$ cat config.mk
export PLATFORM = sky130hd
export DESIGN_NAME = mode_cmd_slave
export DESIGN_NICKNAME = d
export VERILOG_FILES = /design/src/rtl/mcd_pkg.sv /design/src/rtl/mcd_sync.sv /design/src/rtl/mcd_serial_rx.sv /design/src/rtl/mcd_mode_reg.sv /design/src/rtl/mode_cmd_slave.sv
export SDC_FILE = /design/constraint.sdc
export NUM_CORES = 1
export LEC_CHECK = 0
export ABC_AREA = 1
export BUFFER_PORTS_ARGS = -buffer_cell sky130_fd_sc_hd__buf_2
export CORE_UTILIZATION = 55
export DETAILED_ROUTE_END_ITERATION = 10
export GPL_TIMING_DRIVEN = 0
export HOLD_SLACK_MARGIN = 0.06
export PLACE_DENSITY = 0.78
export SETUP_SLACK_MARGIN = 0.4
export SKIP_CTS_REPAIR_TIMING = 1
export SLEW_MARGIN = 40
export SYNTH_ARGS = -nofsm -noshare
export SYNTH_HDL_FRONTEND = slang
export SYNTH_SLANG_ARGS = --single-unit
$ cat constraint.sdc
create_clock -name clk -period 3.35 [get_ports clk]
set_input_delay 0.5025 -clock clk [delete_from_list [all_inputs] [get_ports clk]]
set_output_delay 0.5025 -clock clk [all_outputs]
set_load 0.02 [all_outputs]
$ cat src/rtl/mcd_pkg.sv
// Package: shared mode encoding and the mode-to-enable mapping.
// Assumes a 3-bit mode code; codes above 5 are not modes.
package mcd_pkg;

    localparam int MODE_W = 3;

    typedef enum logic [MODE_W-1:0] {
        MODE_OFF    = 3'd0,
        MODE_IDLE   = 3'd1,
        MODE_RECV   = 3'd2,
        MODE_XMIT   = 3'd3,
        MODE_DUPLEX = 3'd4,
        MODE_STBY   = 3'd5
    } pwr_mode_e;

    typedef struct packed {
        logic ref_on;
        logic rx_on;
        logic tx_on;
        logic bus_drive;
    } enables_t;

    // True when a received code names a defined mode.
    function automatic logic code_valid(input logic [MODE_W-1:0] c);
        return (c <= 3'd5);
    endfunction

    // Fixed enable set for each mode.
    function automatic enables_t mode_enables(input pwr_mode_e m);
        enables_t e;
        e = '0;
        case (m)
            MODE_OFF:    e = '0;
            MODE_IDLE,
            MODE_STBY:   e.ref_on = 1'b1;
            MODE_RECV:   begin e.ref_on = 1'b1; e.rx_on = 1'b1; e.bus_drive = 1'b1; end
            MODE_XMIT:   begin e.ref_on = 1'b1; e.tx_on = 1'b1; end
            MODE_DUPLEX: begin e.ref_on = 1'b1; e.rx_on = 1'b1;
                               e.tx_on = 1'b1;  e.bus_drive = 1'b1; end
            default:     e = '0;
        endcase
        return e;
    endfunction

endpackage

$ cat src/rtl/mcd_sync.sv
// Module: multi-stage synchroniser for a bundle of asynchronous inputs.
// Assumes STAGES >= 1; each bit is sampled independently, reset to RST_VAL.
module mcd_sync #(
    parameter int          W       = 3,
    parameter int          STAGES  = 2,
    parameter logic [W-1:0] RST_VAL = '0
) (
    input  logic         clk,
    input  logic         rst_n,
    input  logic [W-1:0] d,
    output logic [W-1:0] q
);

    logic [W-1:0] stage_q [STAGES];

    for (genvar g = 0; g < STAGES; g++) begin : g_stage
        if (g == 0) begin : g_first
            // First flop captures the raw input.
            always_ff @(posedge clk) begin
                if (!rst_n) stage_q[g] <= RST_VAL;
                else        stage_q[g] <= d;
            end
        end else begin : g_next
            // Later flops re-time the previous stage.
            always_ff @(posedge clk) begin
                if (!rst_n) stage_q[g] <= RST_VAL;
                else        stage_q[g] <= stage_q[g-1];
            end
        end
    end

    assign q = stage_q[STAGES-1];

endmodule

$ cat src/rtl/mcd_serial_rx.sv
// Module: frames a write-only serial command.
// Bits are taken on synchronised rising sclk while select is low, MSB first.
// Only the last MODE_W bits are kept. A one-cycle strobe is issued on the select
// release if exactly CMD_BITS bits arrived. An sclk rise seen in the same cycle
// as the select release is not counted.
module mcd_serial_rx #(
    parameter int CMD_BITS    = 8,
    parameter int MODE_W      = 3,
    parameter int SYNC_STAGES = 2
) (
    input  logic              clk,
    input  logic              rst_n,
    input  logic              cs_n,
    input  logic              sclk,
    input  logic              sdi,
    output logic [MODE_W-1:0] cmd_code,
    output logic              cmd_strobe
);

    localparam int SAT   = CMD_BITS + 1;
    localparam int CNT_W = $clog2(SAT + 1);

    logic [2:0]        sync_q;
    logic              cs_s, sck_s, sd_s;
    logic              cs_d, sck_d;
    logic              sck_rise, cs_rise;
    logic [CNT_W-1:0]  cnt_q;
    logic [MODE_W-1:0] shreg_q;

    mcd_sync #(.W(3), .STAGES(SYNC_STAGES), .RST_VAL(3'b100)) u_sync (
        .clk   (clk),
        .rst_n (rst_n),
        .d     ({cs_n, sclk, sdi}),
        .q     (sync_q)
    );

    assign {cs_s, sck_s, sd_s} = sync_q;
    assign sck_rise = sck_s & ~sck_d;
    assign cs_rise  = cs_s & ~cs_d;

    // Edge history, bit counting and shifting of the trailing code bits.
    always_ff @(posedge clk) begin
        if (!rst_n) begin
            cs_d    <= 1'b1;
            sck_d   <= 1'b0;
            cnt_q   <= '0;
            shreg_q <= '0;
        end else begin
            cs_d  <= cs_s;
            sck_d <= sck_s;
            if (cs_s) begin
                cnt_q <= '0;
            end else if (sck_rise) begin
                shreg_q <= {shreg_q[MODE_W-2:0], sd_s};
                if (cnt_q != CNT_W'(SAT)) cnt_q <= cnt_q + 1'b1;
            end
        end
    end

    assign cmd_code   = shreg_q;
    assign cmd_strobe = cs_rise && (cnt_q == CNT_W'(CMD_BITS));

    // at most one commit strobe per select release
    one_strobe_chk: assert property (@(posedge clk) disable iff (!rst_n)
        cmd_strobe |=> !cmd_strobe);

    // while select stays high no bit is counted
    idle_count_chk: assert property (@(posedge clk) disable iff (!rst_n)
        (cs_s && cs_d) |=> (cnt_q == '0));

endmodule

$ cat src/rtl/mcd_mode_reg.sv
// Module: holds the active power mode and maps it to enables.
// Assumes cmd_strobe is a single-cycle pulse; invalid codes keep the mode.
module mcd_mode_reg
    import mcd_pkg::*;
(
    input  logic              clk,
    input  logic              rst_n,
    input  logic [MODE_W-1:0] cmd_code,
    input  logic              cmd_strobe,
    output pwr_mode_e         mode,
    output enables_t          en
);

    pwr_mode_e mode_q;

    // Load a new mode on a valid committed code; shutdown after reset.
    always_ff @(posedge clk) begin
        if (!rst_n)
            mode_q <= MODE_OFF;
        else if (cmd_strobe && code_valid(cmd_code))
            mode_q <= pwr_mode_e'(cmd_code);
    end

    assign mode = mode_q;
    assign en   = mode_enables(mode_q);

    // mode holds when no frame commits
    hold_mode_chk: assert property (@(posedge clk) disable iff (!rst_n)
        !cmd_strobe |=> $stable(mode_q));

    // undefined codes leave the mode unchanged
    bad_code_chk: assert property (@(posedge clk) disable iff (!rst_n)
        (cmd_strobe && cmd_code[2] && cmd_code[1]) |=> $stable(mode_q));

    // a committed valid code becomes the mode on the next cycle
    load_mode_chk: assert property (@(posedge clk) disable iff (!rst_n)
        (cmd_strobe && code_valid(cmd_code)) |=> (mode_q == $past(cmd_code)));

endmodule

$ cat src/rtl/mode_cmd_slave.sv
// Module: top of the serial power-mode command decoder.
// Frames the command on the oversampled serial port and drives the mode
// enables. Assumes clk is several times faster than sclk.
module mode_cmd_slave #(
    parameter int CMD_BITS    = 8,
    parameter int SYNC_STAGES = 2
) (
    input  logic       clk,
    input  logic       rst_n,
    input  logic       cs_n,
    input  logic       sclk,
    input  logic       sdi,
    output logic       ref_en,
    output logic       rx_en,
    output logic       tx_en,
    output logic       rxbus_oe,
    output logic [2:0] mode_code
);
    import mcd_pkg::*;

    logic [MODE_W-1:0] cmd_code;
    logic              cmd_strobe;
    pwr_mode_e         mode;
    enables_t          en;

    mcd_serial_rx #(
        .CMD_BITS    (CMD_BITS),
        .MODE_W      (MODE_W),
        .SYNC_STAGES (SYNC_STAGES)
    ) u_rx (
        .clk        (clk),
        .rst_n      (rst_n),
        .cs_n       (cs_n),
        .sclk       (sclk),
        .sdi        (sdi),
        .cmd_code   (cmd_code),
        .cmd_strobe (cmd_strobe)
    );

    mcd_mode_reg u_mode (
        .clk        (clk),
        .rst_n      (rst_n),
        .cmd_code   (cmd_code),
        .cmd_strobe (cmd_strobe),
        .mode       (mode),
        .en         (en)
    );

    assign ref_en    = en.ref_on;
    assign rx_en     = en.rx_on;
    assign tx_en     = en.tx_on;
    assign rxbus_oe  = en.bus_drive;
    assign mode_code = mode;

    // the status never shows an undefined code
    valid_status_chk: assert property (@(posedge clk) disable iff (!rst_n)
        mode_code <= 3'd5);

    // the receive bus is driven only with the receive converters on
    bus_rx_chk: assert property (@(posedge clk) disable iff (!rst_n)
        rxbus_oe |-> rx_en);

endmodule

==> results of run 1 <==
## metrics by stage
step	hold slack, ns	power (uW)	cell area, um2
detailed placement	0.404	240	850
global placement	0.395	240	850
global route	0.378	381	886
floorplan	0.390	236	776
finish	0.393	366	886
CTS	0.382	370	886
## cells by family after synthesis
kind of cell | synth area share [%]
AO/OA/AOI/OAI | 8.23
XOR/XNOR | 1.13
adder cells (fa/ha/maj) | 4.84
buffers and inverters | 11.3
flip-flops | 46.5
AND/OR/NAND/NOR | 28.1
## cell usage in the layout (no fill, tap or decap), drive strengths merged
cell type	n
ha	3
nor2	16
inv	20
dfxtp	18
buf	13
a21oi	7
nand4	1
nand2	23
clkbuf	4
nand3	4
o21ai	5
or2	2
xor2	1
## per-layer routing
layer  track usage (%)  vias up
met5                 0        -
met4              12.1        0
met3              5.68        2
met2              36.5       11
met1              22.5      261
li1                  -      333
## worst max-delay path, delay by kind of cell, from the launching register on
kind	cells	cell delay, ns
AND/OR/NAND/NOR	1	0.08
buffers and inverters	3	0.36
AO/OA/AOI/OAI	1	0.16
flip-flops	1	0.36
## state kept, by name (all words and copies together), names as in the netlist
signal	count
u_rx.cmd_code	3
u_rx.cs_d	1
u_mode.mode	3
u_rx.sck_d	1
u_rx.cnt_q	4
u_rx.u_sync.stage_q	6
## power breakdown
part | leakage (uW) | total, uW | switching, uW | internal, uW
clock network | 0.0000210 | 130 | 64.3 | 66.1
logic | 0.000249 | 15.1 | 8.83 | 6.24
registers | 0.000147 | 220 | 1.65 | 218
## how the worst max path moves through the flow
stage                     depth (start not counted)  slack (ns)  endpoint                   startpoint
after floorplan                                   3        1.63  rxbus_oe  u_mode.mode[2]$_SDFFE_PN0P_
after global placement                            5        1.96  rxbus_oe  u_mode.mode[2]$_SDFFE_PN0P_
after detailed placement                          5        1.90  rxbus_oe  u_mode.mode[2]$_SDFFE_PN0P_
after CTS                                         5        1.57  rxbus_oe  u_mode.mode[2]$_SDFFE_PN0P_
after global routing                              5        1.48  rxbus_oe  u_mode.mode[2]$_SDFFE_PN0P_
final                                             5        1.59  rxbus_oe  u_mode.mode[2]$_SDFFE_PN0P_
## area by class of cell
class                   count  share of cell area, %
flip-flops and latches     18                   40.7
multi-input cells          62                   37.0
inverters                  20                   8.47
repair buffers             11                   6.21
clock buffers               4                   4.10
well taps                  15                   2.12
plain buffers               2                   1.41
==> metrics, run 1 <==
dominant cell by count in the synthesized netlist sky130_fd_sc_hd__nand2_1; RePlAce Congestion 0.831; static leakage 0.000417 uW; post-route setup TNS 0 ns; global route overflow 0; Cell Pwr Density 413 mW/mm2; Post-synth EDFFs 0; nets in the synthesized netlist 110; CTS tree built; number of global-route vias before repair 563; Min-Delay Path Depth 3; Crit path required time 2.85 ns; top cells by area, synth sky130_fd_sc_hd__dfxtp_1, sky130_fd_sc_hd__nand2_1, sky130_fd_sc_hd__inv_1; Vias per Instance 4.60; non-filler cells, final 132; Critical-path top delay cell sky130_fd_sc_hd__dfxtp_1; max-capacitance violation count 0; initial core utilization 59.6%; synthesized instance count 102; per-instance average area after synthesis 7.61 um2; num rows 13; antenna viol nets, final 0; top cells by instance count after synthesis sky130_fd_sc_hd__nand2_1, sky130_fd_sc_hd__dfxtp_1, sky130_fd_sc_hd__inv_1; reg-to-reg setup timing slack 2.17 ns; setup slack after placement 1.90 ns; count of port buffers added during placement 11; type of the setup path with the least slack reg -> out; proportion of netlist area held by the largest area contributor 46.5%; RSZ-0062 raised after global routing no; Critical Path End Type output pin; fraction of registers with async set/reset 0%; routed length on met3 40 um; number of DRC markers in iteration 0 18; detailed-route wire length 1210 um; CP max stage delay 0.36 ns; Crit Path Max Fanout 5; clock period minus worst slack 1.76 ns; pin count of the biggest net entering global routing 11; capturing point of the worst reg2reg path u_mode.mode[1]$_SDFFE_PN0P_; WL/cell 9.16 um; launching point of the worst reg2reg path u_rx.cnt_q[0]$_SDFFE_PP0P_; first-pass iteration count of the detailed router 4; share of the clock period used by the worst path 52.4%; cell type with the highest aggregate area in the netlist sky130_fd_sc_hd__dfxtp_1; Tot GR Track Use 21.1%; actual transition at the worst max-transition pin 0.242 ns; met2 routed WL 604 um; hold worst-path end u_rx.u_sync.stage_q[0][0]$_SDFF_PN0_; DP Wirelength 912 um; worst slew margin relative to its limit 83.8%; total die area 0.00156 mm2; y dimension of the die 39.6 um; share of the core filled with cells in the final layout 68.1%; mapped cell area 776 um2; final hold violations 0; antenna violations before repair 0; master cell of the clock root buffer sky130_fd_sc_hd__clkbuf_4; Register Area 360 um2; global-route wire length before repair 2140 um; result of the run finished, final reports clean; vias post-DR 607; final setup violation count 0; standard cell core area 0.00130 mm2; yosys synthesis warning count 0; clock-pin slew reported for the worst setup and hold paths after clock tree synthesis 0.10 ns; path class of the lowest-slack min-delay path in -> reg; Top Ports 12; clock latency on the worst-skew pair 0.28 ns; Worst Setup Start Kind flop; fillers 116; IR drop worst, VDD 0.276 mV; Placed Cells 128; skew final 0.00231 ns; Chip Width 39.6 um; CTS Buf Count 3; most frequently used flop master after synthesis sky130_fd_sc_hd__dfxtp_1; Clock Path Buffers 2; maximum achievable frequency 570 MHz; worst reg2reg path depth 7; clock tree sinks 18; worst path cell trace inv_1 -> nand2_1 -> a21oi_1 -> buf_4 -> buf_2; library cells used by synthesis 19; number of flip-flops and latches in the synthesized netlist 18; final worst slack 1.59 ns; number of DRC violations after detailed routing 0; final net count 126; Antenna Diode Count 0; met1 wire length 550 um; endpoint arrival time on the critical path 1.25 ns; fin. max-slew vios 0; footprint of the multi-input gates 328 um2; share of synthesized area occupied by flip-flops and latches 46.5%; highest metal layer with signal wires met4; share of post-route cells with drive strength above 1 24.8%; synthesis-to-finish area growth 14.2%; H-Tree Depth 1; worst hold start sdi
Note: power is estimated with default switching activity, not from simulation.
==> inputs of run 2 (changes only) <==
--- a/config.mk
+++ b/config.mk
@@ -7,11 +7,11 @@
 export LEC_CHECK = 0
 export ABC_AREA = 1
 export BUFFER_PORTS_ARGS = -buffer_cell sky130_fd_sc_hd__buf_2
-export CORE_UTILIZATION = 55
+export CORE_UTILIZATION = 47
 export DETAILED_ROUTE_END_ITERATION = 10
 export GPL_TIMING_DRIVEN = 0
 export HOLD_SLACK_MARGIN = 0.06
-export PLACE_DENSITY = 0.78
+export PLACE_DENSITY = 0.71
 export SETUP_SLACK_MARGIN = 0.4
 export SKIP_CTS_REPAIR_TIMING = 1
 export SLEW_MARGIN = 40
==> constraint.sdc (replaced) <==
create_clock -name clk -period 1.6 [get_ports clk]
set_input_delay 0.24 -clock clk [delete_from_list [all_inputs] [get_ports clk]]
set_output_delay 0.24 -clock clk [all_outputs]
set_load 0.02 [all_outputs]
==> run 2 against run 1 <==
- utilization is 6.3 points lower
- clock power is 110% higher
- via count stayed put
- clock-buffer cell count stayed put
- die area is 16% higher
- first-iteration DRC count is 72% lower
- non-clock buffer count stayed put
- critical path type unchanged
- largest cell class unchanged
- largest power group unchanged
==> metrics, run 2 (synthesis results as in run 1) <==
registers with the most flip-flops u_rx.u_sync.stage_q (6), u_rx.cnt_q (4); post-route setup TNS 0 ns; internal power consumption 606 uW; detailed-route wire length 1180 um; antenna viol nets, final 0; global-route wire length before repair 2070 um; skew final 0.00145 ns; number of global-route vias before repair 530; y dimension of the die 42.6 um; endpoint arrival time on the critical path 1.14 ns; CTS tree built; Chip Width 42.6 um; H-Tree Depth 1; path class of the lowest-slack min-delay path in -> reg; CTS Buf Count 3; Clock Path Buffers 2; Antenna Diode Count 0; share of total power consumed by net switching 20.4%; power share of the combinational group 4.3%; number of flip-flops under the largest register name 6; Worst Setup Start Kind flop; Placed Cells 129; final setup violation count 0; final net count 126; Vias per Instance 4.56; initial core utilization 50.9%; first-pass iteration count of the detailed router 2; Critical Path End Type output pin; synthesis-to-finish area growth 21.5%; RSZ-0062 raised after global routing yes; standard cell core area 0.00152 mm2; num rows 14; non-filler cells, final 133; antenna violations before repair 0; vias post-DR 607; Tot GR Track Use 14.7%; final hold violations 0; Top Ports 12; P_sw 155 uW; most common cell after layout, fill and taps aside sky130_fd_sc_hd__nand2_1; clock-pin slew reported for the worst setup and hold paths after clock tree synthesis 0.10 ns; register with the highest flop count u_rx.u_sync.stage_q; clock period minus worst slack 1.38 ns; worst hold start sdi; RePlAce Congestion 0.851; type of the setup path with the least slack reg -> out; max-capacitance violation count 0; number of DRC markers in iteration 0 5; DP Wirelength 890 um; global route overflow 0; total die area 0.00182 mm2; Cell Pwr Density 808 mW/mm2; Crit path required time 1.36 ns; worst slew margin relative to its limit 83.2%; count of port buffers added during placement 11; Crit Path Max Fanout 5; static leakage 0.000427 uW; number of DRC violations after detailed routing 0; master cell of the clock root buffer sky130_fd_sc_hd__clkbuf_4; share of the clock period used by the worst path 86.2%; WL/cell 8.86 um; start point of the critical path u_mode.mode[2]$_SDFFE_PN0P_; Reg power frac 60.1%; clock latency on the worst-skew pair 0.28 ns; actual transition at the worst max-transition pin 0.251 ns; share of post-route cells with drive strength above 1 35.0%; launching point of the worst reg2reg path u_rx.cnt_q[0]$_SDFFE_PP0P_; fin. max-slew vios 0; most frequent cells in the layout sky130_fd_sc_hd__nand2_1, sky130_fd_sc_hd__inv_1, sky130_fd_sc_hd__dfxtp_1, sky130_fd_sc_hd__nor2_1, sky130_fd_sc_hd__buf_2; IR drop worst, VDD 0.477 mV; clock tree sinks 18; result of the run finished, final reports clean; clock share of power 35.6%; pin count of the biggest net entering global routing 11; maximum achievable frequency 725 MHz
## run 2: final timing paths
check	to	slack (ns)	depth (start not counted)
worst max-delay path	rxbus_oe	0.22	5
worst min-delay path	u_rx.u_sync.stage_q[0][0]$_SDFF_PN0_	0.13	3
worst max register to register	u_mode.mode[2]$_SDFFE_PN0P_	0.51	7
worst min register to register	u_rx.u_sync.stage_q[1][2]$_SDFF_PN1_	0.42	1
## run 2: through the flow
step	power, uW	instance area, um2	setup WS, ns	hold WS (ns)	utilization, %
after floorplan	493	788	0.350	0.338	-
after global placement	502	863	0.470	0.394	56.7
after detailed placement	503	863	0.444	0.401	56.7
after CTS	776	900	0.131	0.118	59.0
after global routing	803	942	0.166	0.109	61.8
final	761	942	0.221	0.129	61.8
## run 2: area by class of cell
cell class | count | area, um2
Buffer | 2 | 16.3
Clock buffer | 4 | 36.3
Fill cell | 145 | 582
Inverter | 20 | 77.6
Multi-Input combinational cell | 62 | 357
Sequential cell | 18 | 372
Tap cell | 16 | 20.0
Timing Repair Buffer | 11 | 63.8
## run 2: per-layer routing
layer | vias up | global-route usage (%) | part of all wire, %
met1 | 258 | 18.9 | 49
li1 | 336 | - | -
met3 | 0 | 2.59 | 3.9
met4 | 0 | 5.63 | 0
met5 | - | 0 | 0
met2 | 13 | 24.2 | 47
## run 2: power by group through the flow
stage	logic [uW]	registers [uW]	clock network, uW
2_1_floorplan	22.9	470	0
3_3_place_gp	31.1	471	0
3_5_place_dp	32.1	471	0
4_1_cts	32.1	461	283
5_1_grt	38.6	459	305
6_report	33.1	457	271
## run 2: critical path: stages (launching register included)
cell	delay (ns)
sky130_fd_sc_hd__dfxtp_4	0.38
sky130_fd_sc_hd__inv_4	0.06
sky130_fd_sc_hd__nand2_4	0.05
sky130_fd_sc_hd__a21oi_4	0.15
sky130_fd_sc_hd__buf_6	0.11
sky130_fd_sc_hd__buf_6	0.10
